### src/rtl/fsr_pkg.sv
package fsr_pkg;

  localparam int unsigned BYTE_W   = 8;
  localparam int unsigned POS_POLL = 7;
  localparam int unsigned POS_TGLA = 6;
  localparam int unsigned POS_ERAS = 3;
  localparam int unsigned POS_TGLB = 2;

  typedef enum logic [2:0] {
    MODE_IDLE      = 3'd0,
    MODE_PROG      = 3'd1,
    MODE_ERASE     = 3'd2,
    MODE_SUSP      = 3'd3,
    MODE_SUSP_PROG = 3'd4
  } fsr_mode_t;

  function automatic fsr_mode_t fsr_decode_mode(input logic p_busy,
                                                input logic e_busy,
                                                input logic e_susp);
    fsr_mode_t m;
    if (e_susp && p_busy)      m = MODE_SUSP_PROG;
    else if (e_susp)           m = MODE_SUSP;
    else if (p_busy)           m = MODE_PROG;
    else if (e_busy)           m = MODE_ERASE;
    else                       m = MODE_IDLE;
    return m;
  endfunction

endpackage

### src/rtl/fsr_rst_sync.sv
module fsr_rst_sync #(
  parameter int unsigned STAGES = 2
) (
  input  logic clk,
  input  logic rst_n,
  output logic rst_sync_n
);

  logic [STAGES-1:0] sync_q;
  logic [STAGES-1:0] sync_d;

  always_comb begin
    sync_d = {sync_q[STAGES-2:0], 1'b1};
  end

  always_ff @(posedge clk or negedge rst_n) begin
    if (!rst_n) sync_q <= '0;
    else        sync_q <= sync_d;
  end

  assign rst_sync_n = sync_q[STAGES-1];

endmodule

### src/rtl/fsr_edge.sv
module fsr_edge (
  input  logic clk,
  input  logic rst_n,
  input  logic sig_in,
  output logic rise
);

  logic sig_q;
  logic sig_d;

  always_comb begin
    sig_d = sig_in;
    rise  = sig_in & ~sig_q;
  end

  always_ff @(posedge clk or negedge rst_n) begin
    if (!rst_n) sig_q <= 1'b0;
    else        sig_q <= sig_d;
  end

endmodule

### src/rtl/fsr_toggle.sv
module fsr_toggle (
  input  logic clk,
  input  logic rst_n,
  input  logic clr,
  input  logic flip,
  output logic q
);

  logic q_d;
  logic q_en;

  always_comb begin
    q_en = clr | flip;
    if (clr) q_d = 1'b0;
    else     q_d = ~q;
  end

  always_ff @(posedge clk or negedge rst_n) begin
    if (!rst_n)    q <= 1'b0;
    else if (q_en) q <= q_d;
  end

endmodule

### src/rtl/fsr_sector_hit.sv
module fsr_sector_hit #(
  parameter int unsigned NUM_SECT = 19,
  localparam int unsigned SECT_W  = (NUM_SECT > 1) ? $clog2(NUM_SECT) : 1
) (
  input  logic [SECT_W-1:0]   sector,
  input  logic [NUM_SECT-1:0] sel_mask,
  output logic                hit
);

  logic [NUM_SECT-1:0] match;

  for (genvar gi = 0; gi < NUM_SECT; gi++) begin : g_match
    assign match[gi] = sel_mask[gi] && (sector == SECT_W'(gi));
  end

  assign hit = |match;

endmodule

### src/rtl/flash_status_rpt.sv
module flash_status_rpt
  import fsr_pkg::*;
#(
  parameter int unsigned NUM_SECT    = 19,
  parameter int unsigned SYNC_STAGES = 2,
  localparam int unsigned SECT_W     = (NUM_SECT > 1) ? $clog2(NUM_SECT) : 1
) (
  input  logic                clk,
  input  logic                rst_n,
  input  logic                rd_strobe,
  input  logic [SECT_W-1:0]   rd_sector,
  input  logic                prog_busy,
  input  logic                erase_busy,
  input  logic                erase_susp,
  input  logic [NUM_SECT-1:0] erase_sel,
  input  logic                prog_d7,
  output logic                status_sel,
  output logic [BYTE_W-1:0]   status_byte
);

  logic      rst_sync_n;
  logic      rd_rise;
  logic      sect_hit;
  fsr_mode_t mode;
  logic      op_idle;
  logic      tgla_run;
  logic      tglb_run;
  logic      tgla_q;
  logic      tglb_q;
  logic      tgla_flip;
  logic      tglb_flip;

  fsr_rst_sync #(.STAGES(SYNC_STAGES)) u_rst (
    .clk        (clk),
    .rst_n      (rst_n),
    .rst_sync_n (rst_sync_n)
  );

  fsr_edge u_edge (
    .clk    (clk),
    .rst_n  (rst_sync_n),
    .sig_in (rd_strobe),
    .rise   (rd_rise)
  );

  fsr_sector_hit #(.NUM_SECT(NUM_SECT)) u_hit (
    .sector   (rd_sector),
    .sel_mask (erase_sel),
    .hit      (sect_hit)
  );

  always_comb begin
    mode     = fsr_decode_mode(prog_busy, erase_busy, erase_susp);
    op_idle  = (mode == MODE_IDLE);
    tgla_run = (mode == MODE_PROG) || (mode == MODE_ERASE) ||
               (mode == MODE_SUSP_PROG);
    tglb_run = (mode == MODE_ERASE) || (mode == MODE_SUSP) ||
               (mode == MODE_SUSP_PROG);
    tgla_flip = rd_rise && tgla_run;
    tglb_flip = rd_rise && tglb_run && sect_hit;
  end

  fsr_toggle u_tgla (
    .clk   (clk),
    .rst_n (rst_sync_n),
    .clr   (op_idle),
    .flip  (tgla_flip),
    .q     (tgla_q)
  );

  fsr_toggle u_tglb (
    .clk   (clk),
    .rst_n (rst_sync_n),
    .clr   (op_idle),
    .flip  (tglb_flip),
    .q     (tglb_q)
  );

  always_comb begin
    status_sel  = 1'b0;
    status_byte = '0;
    case (mode)
      MODE_PROG, MODE_SUSP_PROG: begin
        status_sel            = 1'b1;
        status_byte[POS_POLL] = ~prog_d7;
      end
      MODE_ERASE: begin
        status_sel            = 1'b1;
        status_byte[POS_POLL] = 1'b0;
        status_byte[POS_ERAS] = 1'b1;
      end
      MODE_SUSP: begin
        status_sel            = sect_hit;
        status_byte[POS_POLL] = 1'b1;
      end
      default: begin
        status_sel = 1'b0;
      end
    endcase
    if (status_sel) begin
      status_byte[POS_TGLA] = tgla_q;
      status_byte[POS_TGLB] = tglb_q;
    end else begin
      status_byte = '0;
    end
  end

endmodule

### config.mk
export PLATFORM = sky130hd
export DESIGN_NAME = flash_status_rpt
export DESIGN_NICKNAME = d
export VERILOG_FILES = /design/src/rtl/fsr_pkg.sv /design/src/rtl/fsr_rst_sync.sv /design/src/rtl/fsr_edge.sv /design/src/rtl/fsr_toggle.sv /design/src/rtl/fsr_sector_hit.sv /design/src/rtl/flash_status_rpt.sv
export SDC_FILE = /design/constraint.sdc
export NUM_CORES = 1
export LEC_CHECK = 0
export ABC_AREA = 1
export ABC_CLOCK_PERIOD_IN_PS = 950
export BUFFER_PORTS_ARGS = -buffer_cell sky130_fd_sc_hd__buf_4
export CAP_MARGIN = 20
export CORE_MARGIN = 4
export CORE_UTILIZATION = 41
export CTS_CLUSTER_SIZE = 28
export DETAILED_ROUTE_END_ITERATION = 8
export MAX_ROUTING_LAYER = met4
export PLACE_DENSITY = 0.81
export SLEW_MARGIN = 10
export SYNTH_ARGS = -nofsm -noshare
export SYNTH_HDL_FRONTEND = slang
export SYNTH_SLANG_ARGS = --single-unit
export TNS_END_PERCENT = 10
### constraint.sdc
create_clock -name clk -period 0.95 [get_ports clk]
set_input_delay 0.0475 -clock clk [delete_from_list [all_inputs] [get_ports clk]]
set_output_delay 0.0475 -clock clk [all_outputs]
set_load 0.02 [all_outputs]
==> results.sh <==
export IMPL_power_mw=1.07
export IMPL_overflow=0
export IMPL_cp_start_kind="input pin"
export IMPL_yosysTopAreaCell="dfrtp_1"
export IMPL_antenna_found_initial=0
export IMPL_drt_wirelength_per_cell_um=16.7
export IMPL_violations="negative setup slack"
export IMPL_cts_sinks=5
export IMPL_multi_input_area_sq_um=514
export IMPL_cts_buffer_depth=2
export IMPL_setup_slack_ps=-253
export IMPL_core_area_sq_mm=0.00138
export IMPL_grt_pass1_vias=935
export IMPL_tns_ps=-1040
export IMPL_die_area_sq_mm=0.00225
export IMPL_die_x_um=47.4
export IMPL_crit_fanout=4
export IMPL_track_usage_pct=27.1
export IMPL_synth_top_area_share_pct=19.6
export IMPL_port_buffers=35
export IMPL_num_vias=906
export IMPL_pwr_share_comb_pct=52.6
export IMPL_power_density_cell_area_mw_per_mm2=898
export IMPL_power_switching_uw=399
export IMPL_seqCellArea_sq_um=125
export IMPL_place_area_sq_mm=0.00101
export IMPL_min_period_ps=1200
export IMPL_crit_start="rd_sector[2]"
export IMPL_fmax_mhz=831
export IMPL_hold_viol=0
export IMPL_ys_seq_area_share_pct=19.6
export IMPL_switching_share_pct=37.3
export IMPL_clock_latency_ps=250
export IMPL_drt_total_wl_mm=2.74
export IMPL_start_util_pct=46.1
export IMPL_max_cap_violations=0
export IMPL_cts_tree="yes"
export IMPL_grt_pass1_wl_mm=4.14
export IMPL_cp_arrival_ps=1160
export IMPL_fin_nets=185
export IMPL_layout_commonest_cell="buf_4"
export IMPL_crit_type="input pin to output pin"
export IMPL_timing_final_crit_share_pct=127
export IMPL_final_util_pct=86.2
export IMPL_io_pins=40
export IMPL_synth_simple_area_share_pct=44.4
export IMPL_fillers=76
export IMPL_hp_class="register to asynchronous set/reset pin"
export IMPL_synth_xor_xnor_area_share_pct=0
export IMPL_num_rows=13
export IMPL_die_h_um=47.4
export IMPL_final_cell_mix="buf_4 (36), nand2_1 (20), nand3_1 (9)"
export IMPL_stdcell_area_sq_mm=0.00119
export IMPL_ys_types=22
export IMPL_yosysWarnings=0
export IMPL_crit_required_ps=900
export IMPL_synth_area_per_cell_sq_um=6.50
export IMPL_rsz0062_at_grt="true"
export IMPL_gp_congestion=0.879
export IMPL_diodes=0
export IMPL_ant_nets=0
export IMPL_grt_max_degree=9
export IMPL_synth_mux_area_share_pct=0
export IMPL_synthCells=98
export IMPL_setup_viol=6
export IMPL_drv_slew=0
export IMPL_htreeDepth=1
export IMPL_area_growth_pct=87.0
export IMPL_synth_area_top_cells="dfrtp_1 (20%), nand2_1 (13%), nand3_1 (8.6%), ha_1 (7.9%), nand4_1 (7.9%)"
export IMPL_cts_root_buf="clkbuf_4"
export IMPL_leakage_nw=0.630
export IMPL_pwr_share_seq_pct=22.9
export IMPL_dp_hpwl_mm=1.63
export IMPL_drc_errors=0
export IMPL_numCtsBuffers=3
export IMPL_ys_seq_elements=5
export IMPL_skew_ps=8.08
export IMPL_p_int_uw=670
export IMPL_r2r_start="u_edge.sig_q"
export IMPL_drtIter0Drc=38
export IMPL_status="finished, violations left"
export IMPL_syn_area_sq_um=637
export IMPL_drive_gt1_share_pct=54.4
export IMPL_clkPwrFrac_pct=24.5
export IMPL_synth_compound_area_share_pct=9.04
export IMPL_synth_top_family_by_area="simple AND/OR/NAND/NOR gates"
export IMPL_post_drt_via_cell_ratio=5.52
export IMPL_drt_first_pass_iters=4
export IMPL_irDropWorstVdd_uv=975
export IMPL_synthAdderAreaFrac_pct=7.86
export IMPL_endpoint_kind="output pin"
export IMPL_path_clk_slew_ps=50
[per-layer routing]
metal	GRT usage, %	part of all wire [%]	up-vias
met5	-	0	-
met4	9.39	2.1	0
met3	4.89	7.8	8
met2	48.7	53	63
met1	29.6	37	422
li1	-	-	413
[critical path, cell delays in order]
cell	delay, ps
buf_8	100
buf_4	130
nor3_2	180
o21ai_1	110
nand2_1	110
nor2_2	40
nand2_2	80
nand2_4	90
a21oi_4	140
buf_6	130
[path summary, 6_finish.rpt]
kind	cells after the start	slack, ps	endpoint
setup / recovery	10	-250	status_byte[2]
hold / removal	0	40	u_tglb.q
setup reg to reg	5	0	u_tglb.q
hold reg to reg	0	40	u_tglb.q
max in group asynchronous	2	740	u_rst.sync_q[0]
min in group clk	0	360	u_rst.sync_q[1]
[per-stage QoR]
step                setup WS (ps)  hold WS [ps]  instances
floorplan                   -64.9          -248        101
global placement             -272          -170        156
detailed placement           -311          -169        156
CTS                          -180          38.9        164
global route                 -310          51.2        164
finish                       -253          41.3        164
[layout make-up]
type | instances | share of cell area (%)
Inverter | 15 | 5.15
Multi-Input combinational cell | 75 | 43.2
Tap cell | 15 | 1.58
Timing Repair Buffer | 50 | 37.4
Clock buffer | 4 | 2.21
Sequential cell | 5 | 10.5
[state kept, by name (all words and copies together), names as in the netlist]
name / flops
u_tglb.q: 1
u_rst.sync_q: 2
u_tgla.q: 1
u_edge.sig_q: 1
[cells in the mapped netlist]
cell / number
a21oi_1: 4
and3_1: 1
buf_4: 4
buf_6: 2
conb_1: 2
dfrtp_1: 5
ha_1: 4
inv_1: 12
inv_2: 1
inv_4: 2
nand2_1: 22
nand2_2: 2
nand3_1: 11
nand4_1: 8
nor2_1: 5
nor2_2: 3
nor2_4: 3
nor3_1: 1
o211a_1: 1
o211ai_1: 1
o21ai_0: 2
o21ai_1: 2
[what timing repair did]
item,4_1_cts,5_1_grt
pin swaps,10,3
hold endpoints to repair,3,0
hold buffers,2,0
buffers inserted,2,0
endpoints found under the setup margin,4,7
resized for setup,27,6
[power by group through the flow]
stage / registers (mW) / logic (mW) / clock network, mW
3_5_place_dp: 0.246 / 0.453 / 0
6_report: 0.245 / 0.563 / 0.262
3_3_place_gp: 0.243 / 0.441 / 0
4_1_cts: 0.243 / 0.529 / 0.265
2_1_floorplan: 0.242 / 0.242 / 0
5_1_grt: 0.245 / 0.598 / 0.285
[cell families after synthesis]
| family | after synthesis |
|---|---|
| adders and majority gates | 4 |
| AOI/OAI and AO/OA | 10 |
| DFF | 5 |
| and+or+nand+nor | 56 |
| buffers and inverters | 21 |
| other | 2 |
(Power assumes the default switching activity.)
